**src/rtl/slot_avg_pkg.sv**
```systemverilog
package slot_avg_pkg;

  typedef struct packed {
    logic loadMask;   // capture mask, clear counters and empty flag
    logic countStep;  // add one mask bit to the population count
    logic divInit;    // preload divider with the budget
    logic divStep;    // one restoring-divide iteration
    logic slotStep;   // advance slot counter, retire cell at slot end
    logic setEmpty;   // record an empty selection
  } ctrlStrobes_t;

  typedef struct packed {
    logic scanLast;   // counting the final mask bit
    logic countZero;  // population will be zero after this step
    logic divLast;    // final divider iteration
    logic slotLast;   // final cycle of the current slot
    logic lastCell;   // only one selected cell remains
  } dpStatus_t;

  typedef enum logic [2:0] {
    ST_IDLE,
    ST_COUNT,
    ST_DIV,
    ST_RUN,
    ST_FIN
  } seqState_t;

endpackage

```
**src/rtl/slot_avg_datapath.sv**
```systemverilog
module slot_avg_datapath
  import slot_avg_pkg::*;
#(
  parameter int NUM_CELLS       = 128,
  parameter int CYCLES_PER_CELL = 10,
  localparam int IDX_W  = $clog2(NUM_CELLS),
  localparam int CNT_W  = $clog2(NUM_CELLS + 1),
  localparam int BUDGET = NUM_CELLS * CYCLES_PER_CELL,
  localparam int BUD_W  = $clog2(BUDGET + 1)
) (
  input  logic                 clk,
  input  logic                 rstN,
  input  logic [NUM_CELLS-1:0] selMask,
  input  ctrlStrobes_t         strobes,
  input  logic                 runActive,
  output dpStatus_t            status,
  output logic [IDX_W-1:0]     curIdx,
  output logic [BUD_W-1:0]     slotLen,
  output logic [CNT_W-1:0]     slotRem,
  output logic                 emptyFlag
);

  localparam int ITER_W = $clog2(BUD_W);

  logic [NUM_CELLS-1:0] maskReg;
  logic [NUM_CELLS-1:0] pending;
  logic [IDX_W-1:0]     scanIdx;
  logic [CNT_W-1:0]     popCnt;
  logic [CNT_W-1:0]     remReg;
  logic [BUD_W-1:0]     dqReg;
  logic [ITER_W-1:0]    iter;
  logic [BUD_W-1:0]     slotCnt;
  logic                 emptyReg;

  // Mask capture and retirement of finished cells
  always_ff @(posedge clk or negedge rstN) begin
    if (!rstN) begin
      maskReg <= '0;
      pending <= '0;
    end else if (strobes.loadMask) begin
      maskReg <= selMask;
      pending <= selMask;
    end else if (strobes.slotStep && status.slotLast) begin
      pending[curIdx] <= 1'b0;
    end
  end

  // Sequential population count, one bit per cycle
  always_ff @(posedge clk or negedge rstN) begin
    if (!rstN) begin
      scanIdx <= '0;
      popCnt  <= '0;
    end else if (strobes.loadMask) begin
      scanIdx <= '0;
      popCnt  <= '0;
    end else if (strobes.countStep) begin
      scanIdx <= scanIdx + IDX_W'(1);
      popCnt  <= popCnt + CNT_W'(maskReg[scanIdx]);
    end
  end

  // Restoring divider: budget / popCnt, one quotient bit per cycle
  logic [CNT_W:0] trial;
  logic [CNT_W:0] divisorExt;
  logic           trialGe;

  always_comb begin
    trial      = {remReg, dqReg[BUD_W-1]};
    divisorExt = {1'b0, popCnt};
    trialGe    = (trial >= divisorExt);
  end

  always_ff @(posedge clk or negedge rstN) begin
    if (!rstN) begin
      remReg <= '0;
      dqReg  <= '0;
      iter   <= '0;
    end else if (strobes.divInit) begin
      remReg <= '0;
      dqReg  <= BUD_W'(BUDGET);
      iter   <= '0;
    end else if (strobes.divStep) begin
      if (trialGe) begin
        remReg <= CNT_W'(trial - divisorExt);
      end else begin
        remReg <= trial[CNT_W-1:0];
      end
      dqReg <= {dqReg[BUD_W-2:0], trialGe};
      iter  <= iter + ITER_W'(1);
    end
  end

  // Slot counter
  always_ff @(posedge clk or negedge rstN) begin
    if (!rstN) begin
      slotCnt <= '0;
    end else if (strobes.loadMask) begin
      slotCnt <= '0;
    end else if (strobes.slotStep) begin
      if (status.slotLast) slotCnt <= '0;
      else                 slotCnt <= slotCnt + BUD_W'(1);
    end
  end

  // Empty flag
  always_ff @(posedge clk or negedge rstN) begin
    if (!rstN)                 emptyReg <= 1'b0;
    else if (strobes.loadMask) emptyReg <= 1'b0;
    else if (strobes.setEmpty) emptyReg <= 1'b1;
  end

  // Lowest pending cell
  logic found;
  always_comb begin
    curIdx = '0;
    found  = 1'b0;
    for (int i = 0; i < NUM_CELLS; i++) begin
      if (pending[i] && !found) begin
        curIdx = IDX_W'(i);
        found  = 1'b1;
      end
    end
  end

  always_comb begin
    status.scanLast  = (scanIdx == IDX_W'(NUM_CELLS - 1));
    status.countZero = (popCnt == '0) && !maskReg[scanIdx];
    status.divLast   = (iter == ITER_W'(BUD_W - 1));
    status.slotLast  = (slotCnt == dqReg - BUD_W'(1));
    status.lastCell  = ((pending & (pending - NUM_CELLS'(1))) == '0);
  end

  assign slotLen   = dqReg;
  assign slotRem   = remReg;
  assign emptyFlag = emptyReg;

  // The connected cell was selected at capture
  assert_connect_selected_R5: assert property (@(posedge clk) disable iff (!rstN)
    runActive |-> maskReg[curIdx]);

  // The index holds within a slot
  assert_slot_hold_R4: assert property (@(posedge clk) disable iff (!rstN)
    (runActive && slotCnt != '0) |-> (curIdx == $past(curIdx)));

  // The remainder is below the divisor while connecting
  assert_rem_bound_R2: assert property (@(posedge clk) disable iff (!rstN)
    runActive |-> (remReg < popCnt));

endmodule

```
**src/rtl/slot_avg_control.sv**
```systemverilog
module slot_avg_control
  import slot_avg_pkg::*;
(
  input  logic         clk,
  input  logic         rstN,
  input  logic         startPulse,
  input  dpStatus_t    status,
  output ctrlStrobes_t strobes,
  output logic         runActive,
  output logic         busy,
  output logic         done
);

  seqState_t state, nextState;

  always_ff @(posedge clk or negedge rstN) begin
    if (!rstN) state <= ST_IDLE;
    else       state <= nextState;
  end

  always_comb begin
    nextState = state;
    strobes   = '0;
    unique case (state)
      ST_IDLE: begin
        if (startPulse) begin
          strobes.loadMask = 1'b1;
          nextState        = ST_COUNT;
        end
      end
      ST_COUNT: begin
        strobes.countStep = 1'b1;
        if (status.scanLast) begin
          if (status.countZero) begin
            strobes.setEmpty = 1'b1;
            nextState        = ST_FIN;
          end else begin
            strobes.divInit = 1'b1;
            nextState       = ST_DIV;
          end
        end
      end
      ST_DIV: begin
        strobes.divStep = 1'b1;
        if (status.divLast) nextState = ST_RUN;
      end
      ST_RUN: begin
        strobes.slotStep = 1'b1;
        if (status.slotLast && status.lastCell) nextState = ST_FIN;
      end
      ST_FIN: nextState = ST_IDLE;
      default: nextState = ST_IDLE;
    endcase
  end

  assign runActive = (state == ST_RUN);
  assign busy      = (state != ST_IDLE);
  assign done      = (state == ST_FIN);

  // done lasts one cycle and the block is idle afterwards
  assert_done_pulse_R6: assert property (@(posedge clk) disable iff (!rstN)
    done |=> (!done && !busy));

  // A start while busy does not re-capture the mask
  assert_start_ignored_R8: assert property (@(posedge clk) disable iff (!rstN)
    (busy && startPulse) |-> !strobes.loadMask);

endmodule

```
**src/rtl/slot_avg_sequencer.sv**
```systemverilog
module slot_avg_sequencer
  import slot_avg_pkg::*;
#(
  parameter int NUM_CELLS       = 128,
  parameter int CYCLES_PER_CELL = 10,
  localparam int IDX_W  = $clog2(NUM_CELLS),
  localparam int CNT_W  = $clog2(NUM_CELLS + 1),
  localparam int BUDGET = NUM_CELLS * CYCLES_PER_CELL,
  localparam int BUD_W  = $clog2(BUDGET + 1)
) (
  input  logic                 clk,
  input  logic                 rstN,
  input  logic                 startPulse,
  input  logic [NUM_CELLS-1:0] selMask,
  output logic                 connectEn,
  output logic [IDX_W-1:0]     connectIdx,
  output logic [BUD_W-1:0]     slotLen,
  output logic [CNT_W-1:0]     slotRem,
  output logic                 emptyFlag,
  output logic                 busy,
  output logic                 done
);

  ctrlStrobes_t     strobes;
  dpStatus_t        status;
  logic             runActive;
  logic [IDX_W-1:0] curIdx;

  slot_avg_control i_control (
    .clk        (clk),
    .rstN       (rstN),
    .startPulse (startPulse),
    .status     (status),
    .strobes    (strobes),
    .runActive  (runActive),
    .busy       (busy),
    .done       (done)
  );

  slot_avg_datapath #(
    .NUM_CELLS       (NUM_CELLS),
    .CYCLES_PER_CELL (CYCLES_PER_CELL)
  ) i_datapath (
    .clk       (clk),
    .rstN      (rstN),
    .selMask   (selMask),
    .strobes   (strobes),
    .runActive (runActive),
    .status    (status),
    .curIdx    (curIdx),
    .slotLen   (slotLen),
    .slotRem   (slotRem),
    .emptyFlag (emptyFlag)
  );

  assign connectEn  = runActive;
  assign connectIdx = curIdx;

  // Indices never move backwards within a run
  assert_ascending_R4: assert property (@(posedge clk) disable iff (!rstN)
    (connectEn && $past(connectEn)) |-> (connectIdx >= $past(connectIdx)));

  // An empty selection never connects a cell
  assert_empty_noconnect_R7: assert property (@(posedge clk) disable iff (!rstN)
    emptyFlag |-> !connectEn);

endmodule

```
**config.mk**
```make
export PLATFORM = sky130hd
export DESIGN_NAME = slot_avg_sequencer
export DESIGN_NICKNAME = d
export VERILOG_FILES = /design/src/rtl/slot_avg_pkg.sv /design/src/rtl/slot_avg_datapath.sv /design/src/rtl/slot_avg_control.sv /design/src/rtl/slot_avg_sequencer.sv
export SDC_FILE = /design/constraint.sdc
export NUM_CORES = 1
export LEC_CHECK = 0
export ABC_AREA = 1
export BUFFER_PORTS_ARGS = -buffer_cell sky130_fd_sc_hd__buf_2
export CORE_UTILIZATION = 55
export DETAILED_ROUTE_END_ITERATION = 10
export MAX_ROUTING_LAYER = met4
export PLACE_DENSITY = 0.7
export SLEW_MARGIN = 0
export SYNTH_ARGS = -nofsm -noshare
export SYNTH_HDL_FRONTEND = slang
export SYNTH_HIERARCHICAL = 1
export SYNTH_SLANG_ARGS = --single-unit
```
**constraint.sdc**
```tcl
create_clock -name clk -period 5.1 [get_ports clk]
set_input_delay 0.255 -clock clk [delete_from_list [all_inputs] [get_ports clk]]
set_output_delay 0.255 -clock clk [all_outputs]
set_load 0.05 [all_outputs]
```
**Word-level counts from Yosys, hierarchy flattened**

Index checks and enable logic that the tools add are counted.

- Add/sub/neg operators: 7
- Order comparisons: 4
- Eq/ne operators: 11
- Multiplexer cells: 292
- Bitwise operators: 3
- Reductions and logical operators: 269

Operators by type and width:

| kind | number |
|---|---|
| two-way mux 7 bit | 66 |
| AND 128 bit | 2 |
| two-way mux 128 bit | 2 |
| two-way mux 6 bit | 32 |
| two-way mux 1 bit | 141 |
| logical AND 1 bit | 131 |
| logical NOT 1 bit | 128 |
| logical NOT 128 bit | 1 |
| NOT 128 bit | 1 |
| subtractor 128 x 1 -> 128 bit (second input constant) | 1 |
| two-way mux 5 bit | 16 |
| two-way mux 11 bit | 5 |
| two-way mux 4 bit | 10 |
| two-way mux 8 bit | 5 |
| two-way mux 3 bit | 9 |
| less-than comparator 7 x 8 -> 1 bit (second input constant) | 2 |
| one-hot mux 3 bit (4 select lines) | 1 |
| adder 11 x 1 -> 11 bit (second input constant) | 1 |
| == test 11 bit | 1 |
| subtractor 11 x 1 -> 11 bit (second input constant) | 1 |
| nonzero test 2 bit | 5 |
| greater-or-equal comparator 9 x 8 -> 1 bit | 1 |
| adder 8 x 1 -> 8 bit | 1 |
| logical NOT 8 bit | 1 |
| 17 further kinds | 22 |

- Register bits after elaboration: 309
- Input port bits: 131
- Output and inout bits: 30
- Word-level logic and storage cells: 596

**Longest topological paths before layout**

- Word-level depth: 390
- Mapped depth: 40
- Depth with buffers taken out: 39

**Hierarchy**

Netlist, hierarchy kept.

Modules (own cells, without submodules):

| module | times used | cells an instance | area each (µm²) |
|---|---|---|---|
| slot_avg_datapath | 1 | 2666 | 18487.7 |
| slot_avg_control | 1 | 39 | 231.5 |

**Worst setup path after synthesis**

OpenSTA, ideal clock, no wires.

- Kind: register to register
- Start: register i_datapath.pending[1]
- End: register i_control.state[1]
- Setup time: 124 ps
- Arrival: 3886 ps
- Required time: 4976 ps
- Setup slack: 1090 ps
- Stages on the path, launching flop included: 38
- Buffers on the path: 0
- Period minus slack after synthesis: 4010 ps
- Cell sequence: dfrtp_1 nor2_4 nand2_4 nor2_4 nand2_2 nor2_4 nand2_2 nor2_4 nand2_4 nor2_4 inv_2 nor2_2 inv_2 nor2_2 inv_2 nor2_4 inv_2 nor2_4 (+2 left out) nand2_2 nor2_4 inv_2 nor2_2 inv_2 nor2_4 inv_2 nor3_4 nand2_2 nand2_2 nand3_2 a2111oi_2 nand2_1 nor3_2 nand2_1 nand2_1 nand2_1 o21bai_1

RTL lines:

| element | line | RTL |
|---|---|---|
| start: declaration | slot_avg_datapath.sv:26 | `logic [NUM_CELLS-1:0] pending;` |
| start signal: assignment | slot_avg_datapath.sv:42 | `pending <= selMask;` |
| end signal: assignment | slot_avg_control.sv:18 | `else state <= nextState;` |
| end: declaration | slot_avg_control.sv:14 | `seqState_t state, nextState;` |

**Worst setup path in the final report**

- Start: register i_datapath.pending[3]
- End: output connectIdx[0]

- Longest elaborated chain between the ends: 374
- Elaborated cells on any way between the ends: 498
- Those cells by class: 249 x mux; 249 x reduce/logical

RTL lines:

| element | line | RTL |
|---|---|---|
| logical AND 1 bit (*) | slot_avg_datapath.sv:118 | `if (pending[i] && !found) begin` |
| two-way mux 1 bit | slot_avg_datapath.sv:118 |  |
| logical NOT 1 bit | slot_avg_datapath.sv:118 |  |
| logical AND 1 bit | slot_avg_datapath.sv:118 |  |
| two-way mux 1 bit | slot_avg_datapath.sv:118 |  |
| logical NOT 1 bit | slot_avg_datapath.sv:118 |  |
| logical AND 1 bit | slot_avg_datapath.sv:118 |  |
| two-way mux 1 bit | slot_avg_datapath.sv:118 |  |
| (+358 left out) | n/a |  |
| logical AND 1 bit | slot_avg_datapath.sv:118 |  |
| two-way mux 1 bit | slot_avg_datapath.sv:118 |  |
| logical NOT 1 bit | slot_avg_datapath.sv:118 |  |
| logical AND 1 bit | slot_avg_datapath.sv:118 |  |
| two-way mux 1 bit | slot_avg_datapath.sv:118 |  |
| logical NOT 1 bit | slot_avg_datapath.sv:118 |  |
| logical AND 1 bit | slot_avg_datapath.sv:118 |  |
| two-way mux 7 bit (*) | slot_avg_datapath.sv:118 |  |
| end: declaration | slot_avg_sequencer.sv:16 | `output logic [IDX_W-1:0] connectIdx,` |

Every way passes the cells marked *; elsewhere a longest branch is shown, timed or not.

==> results.md <==
- Status: finished clean
- Setup violators final: 0
- GRT Residual Overflow: 0
- Yosys Warn Count: 6
- Vias after detailed routing: 19,300
- Final net count: 3,076
- Slew headroom: 20.5%
- Vias per cell: 5.68
- Clock latency on the worst-skew pair: 540 ps
- Crit path time final: 4860 ps
- Final WL: 60.9 mm
- Measured slew at the worst slew-check pin: 1190 ps
- Gate Count Post-Synth: 2,705
- Prevailing post-synth register cell: dfrtp_1
- Worst Path Max Fanout: 7
- Port Buf Inserts: 160
- Max-Cap Viols: 0
- Final period utilization: 95.4%
- Fin area: 22,400 µm²
- Yosys cell types: 53
- Max Clock Freq: 206 MHz
- Critical Path Max Stage Delay: 450 ps
- Non-filler cells, final: 3,403
- Pin count of the biggest net entering global routing: 245
- Fraction of registers with async set/reset: 100%
- 1st-pass router iterations: 6
- Syn Nets: 2,852
- Placed inst area: 20,000 µm²
- Post-route ant nets: 0
- Die area: 34,800 µm²
- Layout cells sized above 1: 12.3%
- Routed len/inst: 17.9 µm
- Final HPWL DP: 42.1 mm
- Worst Setup Start Kind: register
- Die Y: 186 µm
- Crit path top cell by count: nor2_4
- Avg Inst Size Synth: 6.92 µm²
- Area grow syn2layout: 19.8%
- FF+latch count, synth: 309
- Num CTS Buffers: 35
- Max clock buf depth: 3
- Fin util: 66.9%
- H-tree levels: 2
- Fill count: 2,983
- Via count of the first global-routing pass: 18,300
- Worst endpoint required time: 4850 ps
- Hold WC Path Type: in2reg
- Root Driver: clkbuf_16
- Initial antenna violation count: 1
- GR Util All Layers: 35.6%
- Starting density of the core: 55.8%
- Crit. End Element: output port
- Post-Place Cells: 3,232
- Reg clk slew, reported paths: 60 ps
- Setup CP Type: reg2out
- CTS tree: yes
- Post-synth EDFFs: 0
- Core Box Area: 33,500 µm²
- Die width: 186 µm
- Sequential fraction of the synthesis area: 41.3%
- Setup_tns: 0 ps
- First-pass GRT wire length: 96.7 mm
- Slew Limit Fails: 0
- Synth Cell Area: 18,700 µm²
- Clock skew: 31.0 ps
- Gpl congestion: 1.00
- Final count of hold timing violations: 0
- Slowest-stage cell, CP: dfrtp_2
- Max IR drop VDD: 0.000373 V
- I/O Pins: 161
- Lkg Pwr: 10.6 nW
- Hold_ws: 9.78 ps
- Clock sink total: 309
- Worst EP arrival: 4610 ps
- Row Count: 67
- 1st-iter DRT viols: 1,555
- PD cells: 594 nW/µm²
- # DRC: 0
## area by class of cell
class	count	area, µm²	area share [%]
diodes	1	2.50	0.0112
clock buffers	51	1020	4.54
multi-input cells	1926	9400	41.9
flip-flops and latches	309	7740	34.5
repair buffers	297	2180	9.74
clock inverters	11	148	0.658
well taps	448	561	2.50
inverters	360	1370	6.09
## routing by layer
layer	share of wire, %	wire [µm]	track usage (%)
met3	5.7	3440	4.04
met1	44	26900	47.6
met4	3.1	1900	11.9
met2	47	28600	56.6
met5	0	0	-
## worst max-delay path, delay by kind of cell (launching register included)
family                 cells  cell delay, ps
AOI/OAI and AO/OA          1              80
DFF                        1             450
and+or+nand+nor           23            2770
buffers and inverters     10             750
## timing repair
action | 4_1_cts | 5_1_grt
hold buffers | 87 | 0
gates resized for setup | 6 | 66
endpoints found under the hold margin | 185 | 0
setup buffers | 0 | 21
setup endpoints to repair | 5 | 10
pin swaps | 0 | 13
## flip-flops by register name (all words and copies together), names as in the netlist
register / count
i_datapath/pending: 128
i_datapath/slotCnt: 11
i_datapath/popCnt: 8
i_datapath/slotLen: 11
i_datapath/scanIdx: 7
i_control/state: 3
i_datapath/emptyFlag: 1
i_datapath/iter: 4
i_datapath/slotRem: 8
i_datapath/maskReg: 128
## placed cells by master (no fill, tap or decap), drive strengths merged, types with 5 or more instances in the layout
master,count
o22ai,20
dfrtp,309
or2,7
inv,361
o211ai,10
a211oi,11
a21boi,7
nand2,637
o32ai,5
o21ai,297
ha,15
nor2,391
clkinv,6
buf,210
xor2,15
nor4,25
a21oi,89
nand3,137
nor3,51
a31oi,90
o21a,8
xnor2,6
nand4,65
clkbuf,51
dlygate4sd3,87
## report_power, final
group	internal, W	switching [W]	total, W
sequential	0.00361	0.00115	0.00476
clock	0.00154	0.00105	0.00259
combinational	0.00201	0.00396	0.00597
total	0.00716	0.00616	0.0133
## path summary, 6_finish.rpt
check                                                     end  slack, ps  depth (start not counted)                               start
setup / recovery                                connectIdx[0]        240                         34   i_datapath/pending[3]$_DFFE_PN0P_
hold / removal             i_datapath/maskReg[21]$_DFFE_PN0P_         10                          3                         selMask[21]
setup reg to reg               i_control/state[0]$_DFFE_PN0P_        360                         39   i_datapath/pending[3]$_DFFE_PN0P_
hold reg to reg            i_datapath/maskReg[32]$_DFFE_PN0P_        470                          2  i_datapath/maskReg[32]$_DFFE_PN0P_
max in group asynchronous  i_datapath/pending[29]$_DFFE_PN0P_       3410                          3                                rstN
min in group asynchronous   i_datapath/slotLen[4]$_DFFE_PN0P_        280                          2                                rstN
## kinds of logic after synthesis
| logic type | count (synthesis) | synth area share, % |
|---|---|---|
| fa+ha+maj | 18 | 1.22 |
| xor+xnor | 21 | 0.983 |
| buf+inv | 470 | 9.44 |
| compound gates | 561 | 16.8 |
| flops | 309 | 41.3 |
| simple gates | 1326 | 30.2 |
## cell usage after synthesis, types with 5 or more instances
cell type	count	share of area, %
a211oi_1	11	0.44
a21boi_0	7	0.28
a21oi_1	89	2.4
a31oi_1	90	3.0
clkbuf_1	105	2.1
dfrtp_1	309	41
ha_1	15	1.0
inv_1	347	7.0
inv_2	11	0.22
nand2_1	630	13
nand2_2	5	0.17
nand3_1	136	3.6
nand4_1	65	2.2
nor2_1	372	7.5
nor2_2	7	0.23
nor2_4	12	0.72
nor3_1	49	1.3
nor4_1	25	0.84
o211ai_1	10	0.40
o21a_1	8	0.32
o21ai_0	296	7.9
o22ai_1	20	0.67
o32ai_1	5	0.23
or2_2	7	0.23
xnor2_1	6	0.28
xor2_1	15	0.70
## stage by stage
stage	setup WS [ps]	total power [W]
after global placement	478	0.0103
final	237	0.0133
after detailed placement	292	0.0104
after floorplan	1090	0.00861
after CTS	16.0	0.0131
after global routing	-52.7	0.0143
Power figures use the tool's default switching activity.
